`src/rtl/ctr_pkg.sv`:
```
package ctr_pkg;

   // Operation selected for the next clock edge (clear is handled by the register)
   typedef enum logic [1:0] {
      OP_HOLD  = 2'd0,
      OP_LOAD  = 2'd1,
      OP_COUNT = 2'd2
   } ctr_op_e;

   // Final value of the counting cycle for a given width and mode
   function automatic int unsigned last_value(input int unsigned width, input bit decade);
      return decade ? 32'd9 : ((32'd1 << width) - 32'd1);
   endfunction

endpackage

```
`src/rtl/ctr_step.sv`:
```
module ctr_step #(
   parameter int WIDTH  = 4,
   parameter bit DECADE = 1'b0
) (
   input  ctr_pkg::ctr_op_e   op,
   input  logic [WIDTH-1:0]   cur,
   input  logic [WIDTH-1:0]   din,
   output logic [WIDTH-1:0]   nxt
);
   localparam logic [WIDTH-1:0] LAST = WIDTH'(ctr_pkg::last_value(WIDTH, DECADE));
   localparam logic [WIDTH-1:0] ONE  = WIDTH'(1);

   logic [WIDTH-1:0] inc;

   generate
      if (DECADE) begin : g_decade
         // any value at or past the last one folds back to zero
         always_comb inc = (cur >= LAST) ? '0 : cur + ONE;
      end else begin : g_binary
         // natural wrap of the adder
         always_comb inc = cur + ONE;
      end
   endgenerate

   always_comb begin
      unique case (op)
         ctr_pkg::OP_LOAD:  nxt = din;
         ctr_pkg::OP_COUNT: nxt = inc;
         default:           nxt = cur;
      endcase
   end
endmodule

```
`src/rtl/ctr_store.sv`:
```
module ctr_store #(
   parameter int WIDTH      = 4,
   parameter bit SYNC_CLEAR = 1'b0
) (
   input  logic             clk,
   input  logic             clr_n,
   input  logic [WIDTH-1:0] nxt,
   output logic [WIDTH-1:0] cur
);
   generate
      if (SYNC_CLEAR) begin : g_sync_clr
         always_ff @(posedge clk) begin
            if (!clr_n) cur <= '0;
            else        cur <= nxt;
         end
      end else begin : g_async_clr
         always_ff @(posedge clk or negedge clr_n) begin
            if (!clr_n) cur <= '0;
            else        cur <= nxt;
         end
      end
   endgenerate
endmodule

```
`src/rtl/ctr_flag.sv`:
```
module ctr_flag #(
   parameter int WIDTH  = 4,
   parameter bit DECADE = 1'b0
) (
   input  logic [WIDTH-1:0] cur,
   input  logic             gate,
   output logic             flag
);
   localparam logic [WIDTH-1:0] LAST = WIDTH'(ctr_pkg::last_value(WIDTH, DECADE));

   always_comb flag = gate && (cur == LAST);
endmodule

```
`src/rtl/sync_preset_counter.sv`:
```
module sync_preset_counter #(
   parameter int WIDTH      = 4,
   parameter bit DECADE     = 1'b0,
   parameter bit SYNC_CLEAR = 1'b0
) (
   input  logic             clk,
   input  logic             clr_n,
   input  logic             load_n,
   input  logic             en_p,
   input  logic             en_t,
   input  logic [WIDTH-1:0] din,
   output logic [WIDTH-1:0] q,
   output logic             carry
);
   generate
      if (WIDTH < 1 || WIDTH > 31) begin : g_bad_width
         $error("sync_preset_counter: WIDTH must be 1..31");
      end
      if (DECADE && WIDTH < 4) begin : g_bad_decade
         $error("sync_preset_counter: decade mode needs WIDTH >= 4");
      end
   endgenerate

   ctr_pkg::ctr_op_e op;
   logic [WIDTH-1:0] nxt;

   // priority: load, then count, then hold (clear lives in the register)
   always_comb begin
      if (!load_n)            op = ctr_pkg::OP_LOAD;
      else if (en_p && en_t)  op = ctr_pkg::OP_COUNT;
      else                    op = ctr_pkg::OP_HOLD;
   end

   ctr_step #(.WIDTH(WIDTH), .DECADE(DECADE)) u_step (
      .op  (op),
      .cur (q),
      .din (din),
      .nxt (nxt)
   );

   ctr_store #(.WIDTH(WIDTH), .SYNC_CLEAR(SYNC_CLEAR)) u_store (
      .clk   (clk),
      .clr_n (clr_n),
      .nxt   (nxt),
      .cur   (q)
   );

   ctr_flag #(.WIDTH(WIDTH), .DECADE(DECADE)) u_flag (
      .cur  (q),
      .gate (en_t),
      .flag (carry)
   );
endmodule

```
`config.mk`:
```
export PLATFORM = sky130hd
export DESIGN_NAME = sync_preset_counter
export DESIGN_NICKNAME = d
export VERILOG_FILES = /design/src/rtl/ctr_pkg.sv /design/src/rtl/ctr_step.sv /design/src/rtl/ctr_store.sv /design/src/rtl/ctr_flag.sv /design/src/rtl/sync_preset_counter.sv
export SDC_FILE = /design/constraint.sdc
export NUM_CORES = 1
export LEC_CHECK = 0
export CORE_AREA = 2 2 39 41
export DETAILED_ROUTE_END_ITERATION = 8
export DIE_AREA = 0 0 41 43
export PLACE_DENSITY = 0.47
export SYNTH_ARGS = -nofsm -noshare
export SYNTH_HDL_FRONTEND = slang
export SYNTH_HIERARCHICAL = 1
export SYNTH_SLANG_ARGS = --single-unit
```
`constraint.sdc`:
```
create_clock -name clk -period 1.65 [get_ports clk]
set_input_delay 0.495 -clock clk [delete_from_list [all_inputs] [get_ports clk]]
set_output_delay 0.495 -clock clk [all_outputs]
set_load 0.03 [all_outputs]
```
==> results of run 1 <==
metrics by stage:
step / TNS (ns) / std cells / area (µm²) / hold WS [ns] / worst slack, ns
floorplan: -0.2003 / 32 / 309.0 / 0.1994 / -0.1157
global placement: -1.588 / 68 / 505.5 / 0.5980 / -0.4568
detailed placement: -1.736 / 68 / 505.5 / 0.6124 / -0.4821
CTS: 0 / 71 / 520.5 / 0.4684 / 0.02432
global route: 0 / 71 / 520.5 / 0.4783 / 0.01629
finish: 0 / 71 / 520.5 / 0.4698 / 0.03545
logic make-up (layout without fill, tap and decap cells):
| group | count (synthesis) | after routing |
|---|---|---|
| AOI/OAI and AO/OA | 6 | 6 |
| adders and majority gates | 3 | 3 |
| buffers and inverters | 5 | 28 |
| DFF | 4 | 4 |
| muxes | 2 | 2 |
| and+or+nand+nor | 12 | 12 |
Yosys cell counts:
library cell	n
o21ai_0	1
nor2_1	5
mux2_1	1
a22oi_1	1
dfrtp_1	4
buf_6	1
a21oi_1	1
inv_1	4
a221oi_1	1
nand2_1	4
mux2_2	1
a221o_2	1
a221o_1	1
ha_1	3
nand3_1	2
and3_1	1
worst max path at each step:
stage / from / end / slack (ns) / depth (start not counted)
3_3_place_gp: en_t / u_store/cur[2] / -0.46 / 6
6_report: en_p / u_store/cur[3] / 0.04 / 6
2_1_floorplan: en_p / u_store/cur[2] / -0.12 / 6
5_1_grt: en_p / u_store/cur[3] / 0.02 / 6
4_1_cts: en_p / u_store/cur[2] / 0.02 / 6
3_5_place_dp: en_t / u_store/cur[2] / -0.48 / 6
power by group:
| group | switching (mW) | leakage [nW] | internal [mW] |
|---|---|---|---|
| combinational | 0.0837 | 0.195 | 0.0857 |
| sequential | 0.00638 | 0.0510 | 0.111 |
| clock | 0.0369 | 0.0138 | 0.0812 |
| total | 0.127 | 0.259 | 0.278 |
repair_timing:
action,in CTS,in global routing
endpoints found under the setup margin,8,1
gates resized for setup,16,0
pin swaps,7,2
buffers inserted,0,0
routing by layer:
metal | track usage [%] | part of all wire [%] | up-vias
li1 | - | - | 158
met1 | 9.265 | 38 | 143
met2 | 18.44 | 56 | 12
met3 | 0 | 3.5 | 2
met4 | 14.00 | 2.3 | 0
met5 | 0 | 0 | -
worst max-delay path, cell delays in order:
cell and delay, ns:
clkdlybuf4s15_1 0.16, and3_4 0.15, ha_4 0.29, nor2_4 0.03, mux2_4 0.27, a221o_1 0.32
area by class of cell:
type / instances / area, µm²
Clock buffer: 3 / 22.52
Fill cell: 148 / 863.3
Inverter: 4 / 15.01
Multi-Input combinational cell: 23 / 190.2
Sequential cell: 4 / 100.1
Tap cell: 16 / 20.02
Timing Repair Buffer: 21 / 172.7
==> results.json, run 1 <==
{
  "synth-seq-area-share_pct": 35.24,
  "cts.reportedPaths.clkPinSlew_ns": 0.04,
  "num-nets-final": 69,
  "wl_um": 821,
  "layout_commonest_cell": "buf_4",
  "globalRouteOverflowTotal": 0,
  "min_path_type": "in2async",
  "drt_iter0_drc": 5,
  "outcome": "finished, final reports clean",
  "r2r-start": "u_store/cur[0]",
  "p_total_mw": 0.4051,
  "required_ns": 1.76,
  "start_util_pct": 20.52,
  "leakagePower_nw": 0.2594,
  "synth_cell_types": 16,
  "avgSynthCellArea_um2": 8.876,
  "synthAdderAreaFrac_pct": 13.22,
  "cts.sinks": 4,
  "slew_violations": 0,
  "synth_area_leaders": "dfrtp_1, ha_1, nor2_1",
  "r2r-end": "u_store/cur[2]",
  "yosys_warnings": 6,
  "synth_xor_area_share_pct": 0,
  "critPathKind": "in2reg",
  "regMostFlops": "u_store/cur",
  "cts.path.max_buffers": 2,
  "ant_nets": 0,
  "portBuffers": 13,
  "synthesis.nets": 44,
  "synthCells": 32,
  "grt_max_degree": 6,
  "drive_above_1_share_pct": 36.36,
  "area_delta_synth_final_pct": 83.26,
  "clk-insertion-delay-late_ns": 0.23,
  "synth_top_family_by_area": "simple AND/OR/NAND/NOR gates",
  "fp.dieH_um": 43,
  "endpoint_kind": "register",
  "worstRegToRegCells": 4,
  "dp_hpwl_um": 672.5,
  "maxCapViolCount": 0,
  "wl_per_cell_um": 11.56,
  "num_rows": 14,
  "cts_max_level": 1,
  "pin_count": 14,
  "die_w_um": 41,
  "grt_usage_pct": 10.92,
  "diodes": 0,
  "cts_buffers": 3,
  "finalHoldViolCount": 0,
  "period_share_pct": 97.85,
  "ctsHoldBuffers": 0,
  "relSlewSlack_pct": 80.13,
  "power_per_cell_area_nw_per_um2": 778.3,
  "synthMuxAreaShare_pct": 7.930,
  "ir_worst_vdd_mv": 0.1541,
  "drtPass1Iterations": 3,
  "crit_fanout": 4,
  "cts_root_buf": "clkbuf_4",
  "via_per_inst": 4.437,
  "largest_register_ff_count": 4,
  "netlist_area_um2": 284.0,
  "fin_skew_ns": 0.0002492,
  "final_cell_mix": "buf_4, clkdlybuf4s50_1",
  "antenna_found_initial": 0,
  "rsz0062_at_grt": "false",
  "yosys.area_share.simple_pct": 17.62,
  "die-area_um2": 1763,
  "tightest_slew_ns": 0.2993,
  "synth-seq-cells": 4,
  "gp_congestion": 0.7288,
  "core_um2": 1384,
  "cp.arrival_ns": 1.72,
  "top_regs": "u_store/cur x4",
  "regToRegSetupSlack_ns": 0.20,
  "netlist.area_leader.share_pct": 35.24,
  "start_kind": "primary input",
  "num_vias": 315,
  "fmax_mhz": 619.4,
  "grt_pass1_vias": 315,
  "cts_tree": "done",
  "synth-compound-area-share_pct": 16.74,
  "drc": 0,
  "fin_util_pct": 37.61,
  "synth_area_leader_cell": "dfrtp_1",
  "final_period_minus_worst_setup_slack_ns": 1.615,
  "setup_viol": 0,
  "grt_first_pass_wirelength_um": 1228
}
Note: power is estimated with default switching activity, not from simulation.
==> run 2: changes to the inputs <==
PLACE_DENSITY = 0.41   (was 0.47)
SYNTH_HIERARCHICAL = not set   (was 1)
==> run 2 against run 1 <==
Effect of this change: the flow now finishes with violations (setup timing); critical endpoint is now carry; sequential share of layout area is 2.6 points higher; die area stayed put; synthesized cell count is 28% lower; highest routed layer unchanged; sequential power hardly changed; global-route usage is 1.2 points lower.
==> results.json, run 2 <==
{
  "grt_pass1_vias": 275,
  "maxCapViolCount": 0,
  "wl_per_cell_um": 10.92,
  "regMostFlops": "u_store.cur",
  "fin_util_pct": 33.09,
  "num-fill-cells": 152,
  "largest_register_ff_count": 4,
  "layout_commonest_cell": "buf_4",
  "num_vias": 256,
  "wl_um": 677,
  "core_um2": 1384,
  "finalInstanceArea_um2": 457.9,
  "fmax_mhz": 601.0,
  "synthCells": 23,
  "grt_usage_pct": 9.759,
  "cts_tree": "done",
  "via_per_inst": 4.129,
  "top_regs": "u_store.cur x4",
  "min_path_type": "in2async",
  "ir_worst_vdd_mv": 0.2266,
  "synth_area_leader_cell": "dfrtp_1",
  "drive_above_1_share_pct": 34.78,
  "grt_max_degree": 9,
  "violations": "setup timing",
  "yosys_warnings": 0,
  "cts_buffers": 3,
  "critPathKind": "reg2out",
  "grt_first_pass_wirelength_um": 1083,
  "finalHoldViolCount": 0,
  "avgSynthCellArea_um2": 9.466,
  "synth_cell_types": 13,
  "dp_hpwl_um": 473.9,
  "portBuffers": 13,
  "globalRouteOverflowTotal": 0,
  "p_total_mw": 0.3870,
  "drtPass1Iterations": 2,
  "pin_count": 14,
  "leakagePower_nw": 0.2016,
  "fin_ws_ns": -0.01379,
  "num-nets-final": 58,
  "netlist_area_um2": 217.7,
  "setup_viol": 1,
  "cts.reportedPaths.clkPinSlew_ns": 0.04,
  "cts.path.max_buffers": 2,
  "crit_fanout": 2,
  "ys.flop_type": "dfrtp_1",
  "synth-seq-cells": 4,
  "slew_violations": 0,
  "endpoint_kind": "output pin",
  "start_util_pct": 15.73,
  "diodes": 0,
  "final_period_minus_worst_setup_slack_ns": 1.664,
  "fp.dieH_um": 43,
  "synth_edf_count": 0,
  "placed_area_um2": 384.1,
  "drc": 0,
  "netlist.area_leader.share_pct": 45.98,
  "cts_max_level": 1,
  "required_ns": 1.15,
  "die-area_um2": 1763,
  "die_w_um": 41,
  "async_flop_share_pct": 100.0,
  "drt_iter0_drc": 3,
  "num_rows": 14,
  "start_kind": "register",
  "outcome": "complete, but fails checks",
  "ant_nets": 0,
  "cts.sinks": 4,
  "antenna_found_initial": 0,
  "yosys-top-cells-count": "dfrtp_1, nor2_1, a21oi_1",
  "synth-seq-area-share_pct": 45.98,
  "cts_root_buf": "clkbuf_4",
  "power_per_cell_area_nw_per_um2": 845.0,
  "relSlewSlack_pct": 79.32,
  "cp.arrival_ns": 1.17,
  "clk-insertion-delay-late_ns": 0.23,
  "final_cell_mix": "buf_4, clkdlybuf4s50_1, nor2_1, dlygate4sd2_1, dfrtp_1",
  "synthesis.nets": 33,
  "worstRegToRegCells": 5,
  "area_delta_synth_final_pct": 110.3,
  "synth_area_leaders": "dfrtp_1, xor2_1, a21oi_1",
  "tightest_slew_ns": 0.3114,
  "period_share_pct": 100.8,
  "fin_skew_ns": 0.0006968,
  "rsz0062_at_grt": "true",
  "hold_ws_ns": 0.4747,
  "gp_congestion": 0.5958
}
==> run 2: cell count changes after synthesis, moves of 2 or more <==
cell / change
ha_1: -2
inv_1: -4
xor2_1: +2
nand2_1: -4
a21oi_1: +2
==> run 2: layout make-up <==
cell class / instances / area (µm²) / share of cell area, %
clock buffers: 3 / 22.52 / 4.918
multi-input cells: 18 / 127.6 / 27.87
flip-flops and latches: 4 / 100.1 / 21.86
well taps: 16 / 20.02 / 4.372
repair buffers: 21 / 187.7 / 40.98
==> run 2: per-stage QoR <==
step / instances / setup WS (ns) / TNS [ns]
3_5_place_dp: 54 / -0.1739 / -0.2386
3_3_place_gp: 54 / -0.1684 / -0.2138
6_report: 62 / -0.01379 / -0.01379
5_1_grt: 62 / -0.05109 / -0.05109
4_1_cts: 61 / -0.01981 / -0.01981
2_1_floorplan: 23 / 0.07537 / 0
==> run 2: path summary, 6_finish.rpt <==
| check | from | end | slack [ns] |
|---|---|---|---|
| hold / removal | clr_n | u_store.cur[0] | 0.47 |
| min in group clk | u_store.cur[3] | u_store.cur[3] | 0.61 |
| setup / recovery | u_store.cur[1] | carry | -0.01 |
| setup reg to reg | u_store.cur[1] | u_store.cur[3] | 0.46 |
| hold reg to reg | u_store.cur[3] | u_store.cur[3] | 0.61 |
| max in group asynchronous | clr_n | u_store.cur[1] | 1.00 |
==> run 2: timing repair <==
| action | 4_1_cts | 5_1_grt |
|---|---|---|
| hold buffers | 0 | 0 |
| buffers inserted | 4 | 1 |
| pin swaps | 1 | 0 |
| endpoints found under the setup margin | 5 | 1 |
| gates resized for setup | 11 | 0 |
==> run 2: worst max-delay path, stage by stage (launching register included) <==
cell and delay (ns):
dfrtp_1 0.37, buf_6 0.12, ha_4 0.15, and4_4 0.16, buf_6 0.13
==> run 2: report_power, final <==
group / internal (mW) / switching (mW)
logic: 0.0782 / 0.0686
registers: 0.110 / 0.00970
clock network: 0.0813 / 0.0389
==> run 2: routing by layer <==
layer | vias to the layer above | track usage [%] | share of wire, %
met1 | 110 | 9.709 | 42
met4 | 0 | 6.000 | 1.2
met3 | 2 | 5.759 | 13
met5 | - | 0 | 0
met2 | 14 | 14.69 | 44
li1 | 130 | - | -
==> run 2: kinds of logic after synthesis <==
group | after synthesis | share of synthesized area (%)
AOI/OAI and AO/OA | 5 | 12.07
xor gates and xnor gates | 2 | 8.047
adders and majority gates | 1 | 5.746
buffers and inverters | 1 | 1.722
DFF | 4 | 45.98
muxes | 1 | 4.598
and+or+nand+nor | 9 | 21.84
==> run 3: changes to the inputs <==
CTS_BUF_LIST = sky130_fd_sc_hd__clkbuf_8   (was not set)
==> run 3 against run 2 <==
Effect of this change: the flow now finishes without violations; cell count shrank 4.8%; routed wire length shrank 6.2%; maximum frequency grew 1.1%; critical path type unchanged; core utilization shrank 1.3 points.
==> results.json, run 3 (same netlist as run 2, synthesis figures left out) <==
{
  "fin_skew_ns": 0.001128,
  "outcome": "finished, final reports clean",
  "diodes": 0,
  "grt_usage_pct": 8.853,
  "finalHoldViolCount": 0,
  "relSlewSlack_pct": 79.38,
  "drt_iter0_drc": 5,
  "period_share_pct": 99.70,
  "start_util_pct": 15.73,
  "clk-insertion-delay-late_ns": 0.22,
  "ant_nets": 0,
  "die-area_um2": 1763,
  "tightest_slew_ns": 0.3105,
  "slew_violations": 0,
  "portBuffers": 13,
  "ir_worst_vdd_mv": 0.3956,
  "required_ns": 1.15,
  "maxCapViolCount": 0,
  "top_regs": "u_store.cur x4",
  "largest_register_ff_count": 4,
  "core_um2": 1384,
  "final_period_minus_worst_setup_slack_ns": 1.645,
  "drive_above_1_share_pct": 30.23,
  "setup_viol": 0,
  "endpoint_kind": "output pin",
  "cts_tree": "done",
  "antenna_found_initial": 0,
  "placed_area_um2": 384.1,
  "rsz0062_at_grt": "true",
  "grt_max_degree": 9,
  "hold_ws_ns": 0.4931,
  "via_per_inst": 4.085,
  "num-nets-final": 55,
  "wl_um": 635,
  "cts.sinks": 4,
  "start_kind": "register",
  "cts_buffers": 3,
  "cp.arrival_ns": 1.15,
  "globalRouteOverflowTotal": 0,
  "drtPass1Iterations": 3,
  "drc": 0,
  "crit_fanout": 4,
  "regMostFlops": "u_store.cur",
  "num_rows": 14,
  "min_path_type": "in2async",
  "area_delta_synth_final_pct": 102.3,
  "num_vias": 241,
  "ctsHoldBuffers": 0,
  "critPathKind": "reg2out",
  "power_per_cell_area_nw_per_um2": 1015,
  "worstRegToRegCells": 4,
  "grt_pass1_vias": 263,
  "finalInstanceArea_um2": 440.4,
  "fmax_mhz": 607.9,
  "dp_hpwl_um": 473.9,
  "fp.dieH_um": 43,
  "pin_count": 14,
  "cts.path.max_buffers": 2,
  "gp_congestion": 0.5958,
  "cts_max_level": 1,
  "die_w_um": 41,
  "leakagePower_nw": 0.1921,
  "grt_first_pass_wirelength_um": 1007,
  "layout_commonest_cell": "clkdlybuf4s50_1",
  "wl_per_cell_um": 10.76,
  "cts_root_buf": "clkbuf_8",
  "final_cell_mix": "clkdlybuf4s50_1, buf_4, nor2_1, dlygate4sd2_1, dfrtp_1",
  "cts.reportedPaths.clkPinSlew_ns": 0.03
}
-- run 3: changes by cell type in the layout (fill, tap and decap cells not counted), sizes merged --
cell and change:
buf -3
-- run 3: area by class of cell --
class | instances | area, µm²
clock buffer | 3 | 41.29
sequential | 4 | 100.1
fill | 147 | 943.4
tap | 16 | 20.02
timing repair buffer | 18 | 161.4
multi-input combinational | 18 | 117.6
-- run 3: worst paths after layout --
path / startpoint / end / slack, ns
worst max-delay path: u_store.cur[0] / carry / 0.005
worst min-delay path: clr_n / u_store.cur[0] / 0.49
worst max register to register: u_store.cur[1] / u_store.cur[3] / 0.53
worst min register to register: u_store.cur[3] / u_store.cur[3] / 0.60
max in group asynchronous: clr_n / u_store.cur[1] / 0.98
min in group clk: u_store.cur[3] / u_store.cur[3] / 0.60
-- run 3: per-stage QoR --
stage / std cells / TNS, ns / util (%) / setup slack, ns / power (mW)
after floorplan: 23 / 0 / - / 0.07537 / 0.1778
after global placement: 54 / -0.2138 / 27.76 / -0.1684 / 0.2397
after detailed placement: 54 / -0.2386 / 27.76 / -0.1739 / 0.2412
after CTS: 57 / 0 / 30.83 / 0.004746 / 0.4449
after global routing: 59 / -0.03692 / 31.83 / -0.03692 / 0.4774
final: 59 / 0 / 31.83 / 0.004920 / 0.4470
-- run 3: layer usage --
| metal | wire length [µm] | part of all wire (%) | global-route usage (%) |
|---|---|---|---|
| met4 | 0 | 0 | 4.000 |
| met5 | 0 | 0 | 0 |
| met3 | 97 | 15 | 5.759 |
| met2 | 259 | 41 | 12.50 |
| met1 | 277 | 44 | 10.03 |
-- run 3: where the power goes --
| group | switching (mW) | internal, mW | total [mW] |
|---|---|---|---|
| sequential | 0.00975 | 0.110 | 0.120 |
| combinational | 0.0619 | 0.0616 | 0.123 |
| clock | 0.0481 | 0.155 | 0.203 |
-- run 3: repair_timing --
item | CTS | global route
gates cloned | 0 | 0
buffers inserted | 0 | 2
endpoints found under the hold margin | 0 | 0
pin swaps | 2 | 1
resized for setup | 8 | 1
endpoints found under the setup margin | 5 | 1
-- run 3: worst max-delay path, cell delays in order (launching register included) --
cell and delay [ns]:
dfrtp_1 0.39, ha_2 0.21, and4_4 0.21, buf_6 0.12
